[config.mk]
export PLATFORM = sky130hd
export DESIGN_NAME = dsc_sequencer
export DESIGN_NICKNAME = d
export VERILOG_FILES = /design/src/rtl/dsc_pkg.sv /design/src/rtl/dsc_tick_div.sv /design/src/rtl/dsc_sync2.sv /design/src/rtl/dsc_bcd_count.sv /design/src/rtl/dsc_sequencer.sv
export SDC_FILE = /design/constraint.sdc
export NUM_CORES = 1
export LEC_CHECK = 0
export BUFFER_PORTS_ARGS = -buffer_cell sky130_fd_sc_hd__buf_2
export CORE_MARGIN = 2
export CORE_UTILIZATION = 50
export CTS_BUF_LIST = sky130_fd_sc_hd__clkbuf_8
export CTS_CLUSTER_DIAMETER = 100
export DETAILED_ROUTE_END_ITERATION = 16
export GPL_ROUTABILITY_DRIVEN = 0
export PLACE_DENSITY_LB_ADDON = 0.12
export SYNTH_ARGS = -nofsm -noshare
export SYNTH_HDL_FRONTEND = slang
export SYNTH_HIERARCHICAL = 1
export SYNTH_SLANG_ARGS = --single-unit
[constraint.sdc]
create_clock -name clk -period 3.25 [get_ports clk]
set_clock_uncertainty 0.1 [all_clocks]
set_input_delay 0.325 -clock clk [delete_from_list [all_inputs] [get_ports clk]]
set_output_delay 0.325 -clock clk [all_outputs]
set_load 0.005 [all_outputs]
[src/rtl/dsc_pkg.sv]
package dsc_pkg;
  typedef enum logic [1:0] {
    PH_AZ  = 2'd0,
    PH_INT = 2'd1,
    PH_DE  = 2'd2
  } phase_t;
endpackage

[src/rtl/dsc_tick_div.sv]
module dsc_tick_div #(
  parameter int DIV = 4
) (
  input  logic clk,
  input  logic rst,
  output logic tick
);
  localparam int CW = (DIV > 1) ? $clog2(DIV) : 1;
  localparam logic [CW-1:0] LAST = CW'(DIV - 1);

  logic [CW-1:0] cnt_q;

  always_ff @(posedge clk) begin
    if (rst || cnt_q == LAST) cnt_q <= '0;
    else                      cnt_q <= cnt_q + 1'b1;
  end

  assign tick = (cnt_q == LAST);
endmodule

[src/rtl/dsc_sync2.sv]
module dsc_sync2 (
  input  logic clk,
  input  logic rst,
  input  logic d,
  output logic q
);
  logic meta_q, sync_q;

  always_ff @(posedge clk) begin
    if (rst) begin
      meta_q <= 1'b0;
      sync_q <= 1'b0;
    end else begin
      meta_q <= d;
      sync_q <= meta_q;
    end
  end

  assign q = sync_q;
endmodule

[src/rtl/dsc_bcd_count.sv]
module dsc_bcd_count #(
  parameter int DIGITS = 4
) (
  input  logic                clk,
  input  logic                rst,
  input  logic                clr,
  input  logic                inc,
  output logic [4*DIGITS-1:0] value
);
  logic [3:0]        digit_q [DIGITS];
  logic [DIGITS-1:0] carry;

  assign carry[0] = inc;

  for (genvar i = 0; i < DIGITS; i++) begin : g_stage
    if (i < DIGITS - 1) begin : g_chain
      assign carry[i+1] = carry[i] && (digit_q[i] == 4'd9);
    end

    always_ff @(posedge clk) begin
      if (rst || clr)      digit_q[i] <= 4'd0;
      else if (carry[i])   digit_q[i] <= (digit_q[i] == 4'd9) ? 4'd0 : digit_q[i] + 4'd1;
    end

    assign value[4*i +: 4] = digit_q[i];
  end
endmodule

[src/rtl/dsc_sequencer.sv]
module dsc_sequencer #(
  parameter int DIV          = 4,
  parameter int INT_COUNTS   = 1000,
  parameter int DEINT_MAX    = 2000,
  parameter int FRAME_COUNTS = 4000,
  parameter int DIGITS       = 4
) (
  input  logic                clk,
  input  logic                rst,
  input  logic                cmp_i,
  input  logic                hold_i,
  output logic                sw_az,
  output logic                sw_int,
  output logic                sw_de_pos,
  output logic                sw_de_neg,
  output logic                int_busy,
  output logic                deint_busy,
  output logic [4*DIGITS-1:0] rd_digits,
  output logic                rd_neg,
  output logic                rd_over
);
  import dsc_pkg::*;

  localparam int FCW = $clog2(FRAME_COUNTS);
  localparam int BW  = 4 * DIGITS;
  localparam logic [FCW-1:0] FC_LAST    = FCW'(FRAME_COUNTS - 1);
  localparam logic [FCW-1:0] FC_INT_END = FCW'(INT_COUNTS - 1);
  localparam logic [FCW-1:0] FC_RESET   = FCW'(INT_COUNTS + DEINT_MAX);

  function automatic logic [BW-1:0] to_bcd(input int v);
    int rem;
    rem = v;
    for (int i = 0; i < DIGITS; i++) begin
      to_bcd[4*i +: 4] = 4'(rem % 10);
      rem = rem / 10;
    end
  endfunction

  localparam logic [BW-1:0] LIMIT_BCD = to_bcd(DEINT_MAX - 1);

  logic           tick;
  logic           cmp_s;
  phase_t         phase_q;
  logic [FCW-1:0] fc_q;
  logic           pol_q;
  logic [BW-1:0]  count_bcd;
  logic           crossed, at_limit, cnt_clr, cnt_inc;

  dsc_tick_div #(.DIV(DIV)) u_div (
    .clk  (clk),
    .rst  (rst),
    .tick (tick)
  );

  dsc_sync2 u_sync (
    .clk (clk),
    .rst (rst),
    .d   (cmp_i),
    .q   (cmp_s)
  );

  assign crossed  = (cmp_s != pol_q);
  assign at_limit = (count_bcd == LIMIT_BCD);
  assign cnt_clr  = tick && (phase_q == PH_AZ) && (fc_q == FC_LAST);
  assign cnt_inc  = tick && (phase_q == PH_DE) && !crossed && !at_limit;

  dsc_bcd_count #(.DIGITS(DIGITS)) u_cnt (
    .clk   (clk),
    .rst   (rst),
    .clr   (cnt_clr),
    .inc   (cnt_inc),
    .value (count_bcd)
  );

  always_ff @(posedge clk) begin
    if (rst) begin
      phase_q   <= PH_AZ;
      fc_q      <= FC_RESET;
      pol_q     <= 1'b0;
      rd_digits <= '0;
      rd_neg    <= 1'b0;
      rd_over   <= 1'b0;
    end else if (tick) begin
      unique case (phase_q)
        PH_AZ: begin
          if (fc_q == FC_LAST) begin
            phase_q <= PH_INT;
            fc_q    <= '0;
          end else begin
            fc_q <= fc_q + 1'b1;
          end
        end
        PH_INT: begin
          fc_q <= fc_q + 1'b1;
          if (fc_q == FC_INT_END) begin
            phase_q <= PH_DE;
            pol_q   <= cmp_s;
          end
        end
        PH_DE: begin
          fc_q <= fc_q + 1'b1;
          if (crossed || at_limit) begin
            phase_q <= PH_AZ;
            if (!hold_i) begin
              rd_digits <= count_bcd;
              rd_neg    <= pol_q;
              rd_over   <= !crossed;
            end
          end
        end
        default: phase_q <= PH_AZ;
      endcase
    end
  end

  assign sw_az      = (phase_q == PH_AZ);
  assign sw_int     = (phase_q == PH_INT);
  assign sw_de_pos  = (phase_q == PH_DE) && !pol_q;
  assign sw_de_neg  = (phase_q == PH_DE) &&  pol_q;
  assign int_busy   = (phase_q == PH_INT);
  assign deint_busy = (phase_q == PH_DE);
endmodule

[After elaboration in Yosys (flattened, before gate mapping)]
Memory sizes are Yosys's and may differ from the RTL's.
Index checks and enable logic that the tools add are counted.
Operators by class
  add/subtract/negate cells: 6
  equal/unequal tests: 14
  muxes and demuxes: 28
  bitwise operators: 5
  reductions and logical operators: 23
Operator list (number)
  4-bit 2-to-1 mux: 8
  12-bit one-hot mux with 2 select lines: 1
  4-bit by 1-bit adder with 4-bit output, second input constant: 4
  16-bit by 13-bit equality test with 1-bit output, second input constant: 1
  4-bit equality test, second input constant: 4
  1-bit 2-to-1 mux: 14
  12-bit by 1-bit adder with 12-bit output, second input constant: 1
  12-bit by 10-bit equality test with 1-bit output, second input constant: 1
  12-bit equality test, second input constant: 1
  12-bit 2-to-1 mux: 1
  1-bit logical AND: 10
  4-bit AND reduction: 2
  2-bit 2-to-1 mux: 3
  2-bit by 1-bit != test with 1-bit output, second input constant: 3
  2-bit one-hot mux with 3 select lines: 1
  2-bit equality test, second input constant: 2
  1-bit bitwise OR: 4
  1-bit zero test: 3
  1-bit logical OR: 3
  3-bit AND reduction: 1
  2-bit by 1-bit adder with 2-bit output, second input constant: 1
  2-bit by 1-bit equality test with 1-bit output, second input constant: 1
  2-bit zero test: 1
  2-bit AND reduction: 1
  4 further kinds: 4
Storage, ports and cells
  bits in registers: 37
  RAM bits: 16
  input bits: 4
  output and inout bits: 24
  logic and storage cells: 86
  memories: 1
Memory list
  u_cnt.digit_q: depth 4, width 4, rd ports 4, clocked after memory_dff 0, write ports 4, RTL line dsc_bcd_count.sv:10  | logic [3:0] digit_q [DIGITS];

[Logic depth before layout (Yosys ltp)]
Gate-level depths: netlist of run 1.
  depth after elaboration: 11
  depth in mapped cells: 8
  gate-level depth less buffers: 7

[Cells and area by module]
Netlist of run 1, hierarchy kept.
By module, submodules not included
  dsc_sequencer: instances 1, cells each 164, area an instance 1537.7 µm², sequential area each 660.6 µm²
  dsc_bcd_count: instances 1, cells each 75, area an instance 899.6 µm², sequential area each 480.5 µm²
  dsc_tick_div: instances 1, cells each 5, area an instance 75.1 µm², sequential area each 40.0 µm²
  dsc_sync2: instances 1, cells each 4, area an instance 52.6 µm², sequential area each 40.0 µm²

[Worst setup path before layout of run 1]
OpenSTA, ideal clock, no wires.
  kind: reg-to-reg
  from: register u_div.cnt_q[0]
  to: memory u_cnt.digit_q[3][0], in the netlist u_cnt/digit_q[1][4] (enable)
  setup time: 361 ps
  arrival time: 1701 ps
  data required time: 2789 ps
  slack: 1087 ps
  stages on the path, launching flop included: 7
  path buffers: 0
  period minus slack after synthesis: 2163 ps
  path through: dfxtp_1 > ha_1 > nand2_1 > and3b_1 > and4b_2 > nand2_1 > o21ai_0
RTL lines
  from (decl): RTL line dsc_tick_div.sv:11  | logic [CW-1:0] cnt_q;
  from (signal assigned): RTL line dsc_tick_div.sv:15  | else cnt_q <= cnt_q + 1'b1;
  to (decl): RTL line dsc_bcd_count.sv:10

==> metrics.txt, run 1 <==
Switching Power=252 µW; die extent in x=roughly 76 µm; worst-margin pin slew=approximately 0.71 ns; nets in the synthesized netlist=between 200 and 300; buffers and inverters on the worst path=0; start of the worst register-to-register path=u_cnt/digit_q[1][0]; gate count of the mapped netlist=between 200 and 250; number of antenna violations at the first check in global routing=0; number of buffers created by CTS=5; critical-path cell list=and4b_1 > nand4_1 > and3b_1 > and4b_2 > nand2_1 > o21ai_0; post-synthesis instance area=2560 µm²; dominant delay contributor by cell family on the critical path=simple AND/OR/NAND/NOR gates; final cell count without fillers=349; number of buffers added for setup after CTS=0; proportion of power drawn by the clock network=a little under two fifths; final period demand of the worst path=2.51 ns; Final Setup Violations=0; unique cell type count in the Yosys netlist=51; DRC=0; crit-path max FO=6; detailed router's first-iteration violation count=53; share of synthesized area occupied by flip-flops and latches=between 40% and 50%; global-route wire length before repair=7930 µm; dominant synthesized flop cell=dfxtp_1; effective utilization at floorplan=between 50 and 60%; half-perimeter wire length of the detailed placement result=3310 µm; total power consumption of the routed design=approximately 1.2 mW; total vias in the final route=between 1500 and 2000; leading cell types by total area after synthesis=dfxtp_1 (29%), edfxtp_1 (19%), ha_1 (7.3%), mux2i_1 (7.0%), nor2_1 (5.6%); Slew HR=a little over half; Critical Path Sink=u_cnt/digit_q[1][7]; Worst-Skew Late Latency=~0.3 ns; die boundary height=approximately 76 µm; power per cell area=412 nW/µm²; Critical Path Source=u_cnt/digit_q[1][0]; drt via density=slightly above 5; fill count=454; Data arrival, critical path=approximately 2.4 ns; number of clock sinks=53; number of port buffers=27; reg2reg path depth=6; Hold Violations, Final=0; Leak=about 1.1 nW; WL final=around 4700 µm; number of maximum-capacitance violations=0; EDFF count, synth=16; FF-to-FF setup slack=about 0.74 ns; number of register bits inferred by synthesis=53; clock tree from TritonCTS=built; Core ar.=between 5000 and 6000 µm²; cell at the root of the clock tree=clkbuf_8; top-level I/O count=28; pins over their slew limit=0; Post-Route Utilization=a little under three fifths; net switching share of the total power=between 20% and 30%; share of final-layout standard cells stronger than drive strength 1=between 15 and 20%; maximum frequency from static timing analysis=between 300 and 400 MHz; Crit path required time=3.10 ns; Antenna Violating Nets Remaining=0; CTS HTree Levels=2; Clk pin slew, worst setup/hold paths=roughly 0.10 ns; total negative slack for setup checks=0 ns; Synth warnings=6; final worst hold slack=approximately 0.14 ns; Placed Instance Area=around 2800 µm²; area enclosed by the die boundary=~5700 µm²; result of the run=finished clean; capturing point of the worst reg2reg path=u_cnt/digit_q[1][7]; Slowest cell on crit path=edfxtp_1; worst-case setup margin in the final layout=~0.74 ns; slowest cell delay on critical path=~0.5 ns; number of global-route vias before repair=1679; portion of total power attributed to combinational logic=between 3 and 4%; FFs w/ async S/R, synth=0%; ant diodes=0; final-stage net count=between 200 and 300; category of the critical setup timing path=flip-flop to flip-flop; most area-hungry cell type in the Yosys netlist=dfxtp_1; number of detailed-routing iterations run before antenna repair=4; Post-Place Worst Slack=~0.75 ns; GRT Residual Overflow=0; Power Internal=about 940 µW; dpl cells=341; CP Capture Type=flip-flop; proportion of power drawn by flip-flops and latches=between 50% and 60%; largest net degree at the start of global routing=30; startpoint kind of the worst setup timing path=flip-flop; buffers from clock root to sink, at most=2; post-cts repair resize count=0; classification of the worst-slack hold path=input pin to flip-flop; Std-Cell Rows=26; Tot GR Track Use=18.3%; share of the clock period used by the worst path after layout=between 70 and 80%; Wirelength per Cell=about 14 µm; portion of synthesized cell area occupied by the leading cell type=28.9%; area of all placed cells without fillers=2880 µm²; RSZ-0062 raised after global routing=no; path length in cells of the critical path=6; VDD IR-drop max=a little under 0.0002 V; Syn Area/Cell=roughly 10 µm²; number of buffers inserted for hold repair after clock tree synthesis=0; area overhead of the layout relative to synthesis=12.3%
## placed cells by master (no fill, tap or decap), types with 2 or more instances in the layout
cell      netlist  routed
nor4_1          2       2
nor4b_1         2       2
dfxtp_1        37      37
nor2_1         38      38
nand3_1        11      11
o21ai_1         6       6
buf_2           0      27
or2_1           2       2
clkbuf_8        0       5
nor4bb_1        2       2
xnor2_1        10      10
mux2i_1        18      18
nand2b_1        2       2
a21oi_1         2       2
edfxtp_1       16      16
nand2_1        15      15
o211ai_1        2       2
xor2_1          8       8
nor2b_1         4       4
nand4_1         2       2
and3b_2         2       2
nor3_1          8       8
nor3_2          2       2
ha_1           15      15
and2_1          2       2
nand3b_1        4       4
inv_1           7       8
## worst min path at each step
stage	from	end	slack, ns	cells after the start
2_1_floorplan	rst	u_div/cnt_q[1]	0.30	1
3_3_place_gp	u_div/cnt_q[0]	u_div/cnt_q[0]	0.32	1
3_5_place_dp	u_div/cnt_q[0]	u_div/cnt_q[0]	0.32	1
4_1_cts	cmp_i	u_sync/meta_q	0.13	2
5_1_grt	cmp_i	u_sync/meta_q	0.13	2
6_report	cmp_i	u_sync/meta_q	0.14	2
## layout make-up
cell class | count | area [µm²] | share of cell area [%]
inverter | 9 | 33.8 | 1.17
clock buffer | 5 | 68.8 | 2.39
tap | 70 | 87.6 | 3.04
timing repair buffer | 28 | 143 | 4.95
sequential | 53 | 1220 | 42.4
multi-input combinational | 181 | 1290 | 44.7
clock inverter | 3 | 38.8 | 1.35
## synth_stat cells (2+ instances only)
library cell,n
ha_1,15
nand2_1,15
buf_4,2
clkbuf_1,2
or2_1,2
inv_1,7
o211ai_1,2
dfxtp_1,37
a211oi_1,2
xnor2_1,10
nand2b_1,2
mux2i_1,18
nand3b_1,4
xor2_1,8
nand4_1,2
o21ai_1,6
and2_1,2
a21oi_1,2
nor4_1,2
nand3_1,11
nor3_2,2
nor4bb_1,2
edfxtp_1,16
nor2_1,38
nor2b_1,4
nor3_1,8
and3b_2,2
nor4b_1,2
## routing by layer
metal / global-route usage, % / part of all wire (%) / vias to the layer above / wire length [µm]
li1: - / - / 924 / -
met1: 26.7 / 52 / 813 / 2440
met2: 26.8 / 42 / 36 / 2000
met3: 3.84 / 4.6 / 7 / 216
met4: 6.63 / 1.4 / 0 / 64
met5: 0 / 0 / - / 0
## logic make-up (layout without fill, tap and decap cells)
logic type	count (synthesis)	in the layout	share of synthesized area, %
compound gates	17	17	4.58
xor+xnor	18	18	6.15
fa+ha+maj	15	15	7.32
buf+inv	14	45	2.63
flops	53	53	47.6
mux	18	18	7.02
simple gates	113	113	24.7
## power by group through the flow
stage,Combinational (mW),Sequential [mW],Clock (mW)
2_1_floorplan,0.0341,0.717,0
3_3_place_gp,0.0457,0.721,0
3_5_place_dp,0.0460,0.721,0
4_1_cts,0.0463,0.706,0.448
5_1_grt,0.0530,0.708,0.474
6_report,0.0457,0.706,0.436
## state kept, by name, summed over array words and instances, names as in the netlist
register / count
u_sync/meta_q: 1
phase_q: 2
rd_neg: 1
u_cnt/digit_q: 16
fc_q: 12
rd_over: 1
rd_digits: 16
u_div/cnt_q: 2
u_sync/q: 1
pol_q: 1
Note: power is estimated with default switching activity, not from simulation.
==> run 2: changes to the inputs <==
==> constraint.sdc (replaced) <==
create_clock -name clk -period 2.5 [get_ports clk]
set_clock_uncertainty 0.1 [all_clocks]
set_input_delay 0.25 -clock clk [delete_from_list [all_inputs] [get_ports clk]]
set_output_delay 0.25 -clock clk [all_outputs]
set_load 0.005 [all_outputs]
==> metrics.txt, run 2 (synthesis gave the netlist of run 1 again) <==
Worst-Skew Late Latency=0.31 ns (about the same); Std-Cell Rows=26 (unchanged); total vias in the final route=1884 (+5.8%); final cell count without fillers=363 (+4.0%); number of global-route vias before repair=1694 (+0.89%); area enclosed by the die boundary=5720 µm² (unchanged); die extent in x=75.6 µm (unchanged); most frequent cells in the layout=nor2_1 (38), dfxtp_1 (37), buf_2 (27); Placed Instance Area=2880 µm² (+3.8%); CTS HTree Levels=2 (unchanged); ant diodes=0 (unchanged); Slowest cell on crit path=edfxtp_1; Power Internal=1.22 mW (+30%); area of all placed cells without fillers=2990 µm² (+3.6%); effective utilization at floorplan=50.9% (unchanged); final-stage net count=311 (+4.7%); classification of the worst-slack hold path=input pin to flip-flop; cell at the root of the clock tree=clkbuf_8; Hold Violations, Final=0 (unchanged); number of antenna violations at the first check in global routing=0 (unchanged); net switching share of the total power=21.5% (+0.31 points); worst-case setup margin in the final layout=0.232 ns (-0.506 ns); Core ar.=5040 µm² (unchanged); cell with the most instances on the worst path=buf_4; VDD IR-drop max=0.000239 V (+24%); Antenna Violating Nets Remaining=0 (unchanged); DRC=0 (unchanged); fill count=463 (+2.0%); CP Capture Type=flip-flop; Worst Hold End=u_sync/meta_q; worst-margin pin slew=0.596 ns (-0.113 ns); number of clock sinks=53 (unchanged); Wirelength per Cell=13.4 µm (-1.4%); Tot GR Track Use=18.7% (+0.41 points); count of cells along the worst hold path=2 (unchanged); largest net degree at the start of global routing=19 (-37%); most common cell after layout, fill and taps aside=nor2_1; category of the critical setup timing path=flip-flop to flip-flop; power per cell area=521 nW/µm² (+26%); capturing point of the worst reg2reg path=rd_digits[14]; clock tree from TritonCTS=built; proportion of power drawn by flip-flops and latches=58.7% (-0.8 points); Final Setup Violations=0 (unchanged); detailed router's first-iteration violation count=115 (+120%); number of buffers created by CTS=5 (unchanged); hold path startpoint=cmp_i; startpoint kind of the worst setup timing path=flip-flop; Crit path required time=2.60 ns (-0.50 ns); final worst hold slack=0.0450 ns (-0.0905 ns); dpl cells=355 (+4.1%); total negative slack for setup checks=0 ns (unchanged); WL final=4850 µm (+2.6%); final period demand of the worst path=2.27 ns (-0.244 ns); top-level I/O count=28 (unchanged); number of port buffers=27 (unchanged); register area=1220 µm² (unchanged); start of the worst register-to-register path=u_cnt/digit_q[1][1]; result of the run=finished clean; RSZ-0062 raised after global routing=no; crit-path max FO=12 (+6); Post-Route Utilization=59.2% (+2.1 points); Clk pin slew, worst setup/hold paths=0.09 ns (about the same); global-route wire length before repair=7890 µm (-0.53%); FF-to-FF setup slack=0.23 ns (-0.51 ns); Slew HR=59.9% (+7.5 points); number of buffers inserted for hold repair after clock tree synthesis=0 (unchanged); combined area of the multi-input logic cells=1290 µm² (unchanged); share of final-layout standard cells stronger than drive strength 1=21.8% (+3.6 points); drt via density=5.19 (+1.8%); half-perimeter wire length of the detailed placement result=3620 µm (+9.3%); number of maximum-capacitance violations=0 (unchanged); Leak=1.18 nW (+6.1%); critical-path cell list=nor4b_1 > nand4_1 > buf_4 > a211oi_4 > buf_4 > mux2i_1 > nor2_1; Data arrival, critical path=2.37 ns (about the same); buffers from clock root to sink, at most=2 (unchanged); area overhead of the layout relative to synthesis=16.4%; maximum frequency from static timing analysis=441 MHz (+11%); Post-Place Worst Slack=0.186 ns (-0.564 ns); GRT Residual Overflow=0 (unchanged); total power consumption of the routed design=1.55 mW (+31%); proportion of power drawn by the clock network=36.7% (about the same); die boundary height=75.6 µm (unchanged); leading registers by flop count=rd_digits x16, u_cnt/digit_q x16, fc_q x12; reg2reg path depth=7 (+1); pins over their slew limit=0 (unchanged); share of the clock period used by the worst path after layout=90.7% (+13 points); number of detailed-routing iterations run before antenna repair=4 (unchanged); slowest cell delay on critical path=0.46 ns (-0.04 ns); portion of total power attributed to combinational logic=4.6% (+0.8 points); Switching Power=334 µW (+33%)
==> run 2: how the worst max path moves through the flow <==
stage / cells after the start / from / endpoint / slack (ns)
after floorplan: 6 / u_div/cnt_q[0] / u_cnt/digit_q[1][4] / 0.34
after global placement: 5 / pol_q / u_cnt/digit_q[1][6] / 0.24
after detailed placement: 5 / pol_q / u_cnt/digit_q[1][5] / 0.19
after CTS: 6 / u_cnt/digit_q[0][0] / u_cnt/digit_q[1][7] / 0.16
after global routing: 6 / fc_q[0] / u_cnt/digit_q[1][5] / 0.06
final: 7 / u_cnt/digit_q[1][1] / rd_digits[14] / 0.23
==> run 2: cell type report <==
cell class                      instances  share of cell area (%)
Multi-Input combinational cell        181                    43.2
Clock buffer                            5                    2.31
Inverter                                9                    1.13
Clock inverter                          3                    1.26
Timing Repair Buffer                   42                    8.30
Sequential cell                        53                    40.9
Tap cell                               70                    2.93
==> run 2: power groups by stage <==
stage | Clock (mW) | Combinational, mW | Sequential (mW)
2_1_floorplan | 0 | 0.0443 | 0.932
3_3_place_gp | 0 | 0.0715 | 0.933
3_5_place_dp | 0 | 0.0721 | 0.933
4_1_cts | 0.590 | 0.0723 | 0.913
5_1_grt | 0.616 | 0.0825 | 0.916
6_report | 0.570 | 0.0719 | 0.913
==> run 2: what timing repair did <==
action / in CTS / in global routing
setup buffers: 0 / 0
resized for setup: 0 / 1
setup endpoints to repair: 0 / 4
hold endpoints to repair: 0 / 0
==> run 2: metal layers <==
metal / track usage, % / vias to the layer above / share of wire (%)
li1: - / 960 / -
met1: 26.8 / 886 / 53
met2: 27.3 / 30 / 42
met3: 4.89 / 8 / 3.1
met4: 6.43 / 0 / 1.8
met5: 0 / - / 0
==> run 2: critical path, delay by kind of cell (launching register included) <==
kind | cells | cell delay [ns]
buf+inv | 2 | 0.46
simple gates | 3 | 0.68
flops | 1 | 0.46
mux | 1 | 0.21
compound gates | 1 | 0.24
==> run 3: changes to the inputs <==
--- a/config.mk
+++ b/config.mk
@@ -5,12 +5,12 @@
 export SDC_FILE = /design/constraint.sdc
 export NUM_CORES = 1
 export LEC_CHECK = 0
-export BUFFER_PORTS_ARGS = -buffer_cell sky130_fd_sc_hd__buf_2
 export CORE_MARGIN = 2
-export CORE_UTILIZATION = 50
+export CORE_UTILIZATION = 60
 export CTS_BUF_LIST = sky130_fd_sc_hd__clkbuf_8
 export CTS_CLUSTER_DIAMETER = 100
 export DETAILED_ROUTE_END_ITERATION = 16
+export DONT_BUFFER_PORTS = 1
 export GPL_ROUTABILITY_DRIVEN = 0
 export PLACE_DENSITY_LB_ADDON = 0.12
 export SYNTH_ARGS = -nofsm -noshare
==> metrics.txt, run 3 (synthesis gave the netlist of run 1 again) <==
Core ar.=4060 µm² (-20%); GRT Residual Overflow=0 (unchanged); number of antenna violations at the first check in global routing=0 (unchanged); classification of the worst-slack hold path=input pin to flip-flop; Final Setup Violations=0 (unchanged); crit-path max FO=5 (-7); pins over their slew limit=0 (unchanged); buffers from clock root to sink, at most=2 (unchanged); top-level I/O count=28 (unchanged); WL final=4840 µm (-0.12%); global-route wire length before repair=8250 µm (+4.6%); final period demand of the worst path=2.28 ns (+0.0149 ns); area overhead of the layout relative to synthesis=10.3%; number of clock sinks=53 (unchanged); Post-Route Utilization=69.8% (+11 points); area enclosed by the die boundary=4810 µm² (-16%); share of the clock period used by the worst path after layout=91.3% (+0.60 points); Data arrival, critical path=2.15 ns (-0.22 ns); drt via density=5.65 (+8.9%); power per cell area=555 nW/µm² (+6.5%); worst-case setup margin in the final layout=0.217 ns (-0.0149 ns); number of port buffers=0 (-100%); number of buffers created by CTS=5 (unchanged); category of the critical setup timing path=flip-flop to flip-flop; Std-Cell Rows=23 (-12%); most common cell after layout, fill and taps aside=nor2_1; half-perimeter wire length of the detailed placement result=3480 µm (-3.7%); Post-Place Worst Slack=0.0685 ns (-0.117 ns); result of the run=finished clean; number of buffers added for setup after CTS=0 (unchanged); number of global-route vias before repair=1824 (+7.7%); VDD IR-drop max=0.000422 V (+77%); number of maximum-capacitance violations=0 (unchanged); share of final-layout standard cells stronger than drive strength 1=12.5% (-9.3 points); most frequent cells in the layout=nor2_1 (38), dfxtp_1 (37), mux2i_1 (18); RSZ-0062 raised after global routing=no; Leak=1.03 nW (-13%); total vias in the final route=1769 (-6.1%); worst-margin pin slew=0.952 ns (+0.356 ns); die boundary height=69.4 µm (-8.3%); Crit path required time=2.37 ns (-0.23 ns); number of detailed-routing iterations run before antenna repair=6 (+2); count of cells along the worst hold path=2 (unchanged); leading registers by flop count=rd_digits x16, u_cnt/digit_q x16, fc_q x12; cell at the root of the clock tree=clkbuf_8; effective utilization at floorplan=63.2% (+12 points); detailed router's first-iteration violation count=57 (-50%); CP Capture Type=flip-flop; Worst-Skew Late Latency=0.30 ns (about the same); Tot GR Track Use=21.5% (+2.8 points); maximum frequency from static timing analysis=438 MHz (-0.65%); clock tree from TritonCTS=built; Hold Violations, Final=0 (unchanged); total negative slack for setup checks=0 ns (unchanged); largest net degree at the start of global routing=25 (+6); startpoint kind of the worst setup timing path=flip-flop; final-stage net count=281 (-9.6%); Clk pin slew, worst setup/hold paths=0.09 ns (about the same); DRC=0 (unchanged); Slew HR=36.3% (-24 points); Antenna Violating Nets Remaining=0 (unchanged); CTS HTree Levels=2 (unchanged); reg2reg path depth=7 (unchanged); die extent in x=69.4 µm (-8.3%); ant diodes=0 (unchanged); Wirelength per Cell=15.5 µm (+16%)
==> run 3: per-stage QoR <==
| stage | cells | hold slack, ns | power, mW | cell area, µm² |
|---|---|---|---|---|
| final | 313 | 0.0370 | 1.57 | 2830 |
| after global routing | 313 | 0.0943 | 1.63 | 2830 |
| after CTS | 313 | 0.0294 | 1.59 | 2830 |
| after detailed placement | 303 | 0.227 | 0.993 | 2690 |
| after global placement | 303 | 0.225 | 0.991 | 2690 |
| after floorplan | 248 | 0.221 | 0.976 | 2560 |
==> run 3: path summary, 6_finish.rpt <==
check,startpoint,to,slack (ns)
min reg2reg,u_div/cnt_q[0],u_div/cnt_q[0],0.33
min,hold_i,rd_over,0.04
max reg2reg,phase_q[0],u_cnt/digit_q[1][5],0.22
max,phase_q[0],u_cnt/digit_q[1][5],0.22
==> run 3: power breakdown <==
part / internal [mW] / switching [mW]
logic: 0.0291 / 0.0394
registers: 0.899 / 0.0133
clock network: 0.323 / 0.267
total: 1.25 / 0.319
==> run 3: per-layer routing <==
layer  vias to the layer above  wire (µm)  share of wire [%]  GRT usage [%]
met5                         -          0                  0              0
met4                         0        119                2.5           8.93
met3                        12        145                3.0           4.80
met2                        27       2560                 53           40.2
met1                       835       2020                 42           23.1
li1                        895          -                  -              -
==> run 3: cell type report <==
type,instances,area (µm²)
inverter,9,33.8
fill,315,1230
timing repair buffer,12,108
clock buffer,6,82.6
clock inverter,2,33.8
multi-input combinational,181,1290
tap,50,62.6
sequential,53,1220
==> run 3: repair_timing <==
item	in CTS	in global routing
hold buffers	2	0
endpoints found under the setup margin	0	4
gates resized for setup	0	1
hold endpoints to repair	24	0
==> run 3: critical path, cell delays in order, from the launching register on <==
cell and delay, ns:
dfxtp_1 0.34, inv_1 0.14, ha_1 0.25, nand2_1 0.14, and3b_1 0.28, and4b_2 0.28
nand2_1 0.08, o21ai_1 0.35
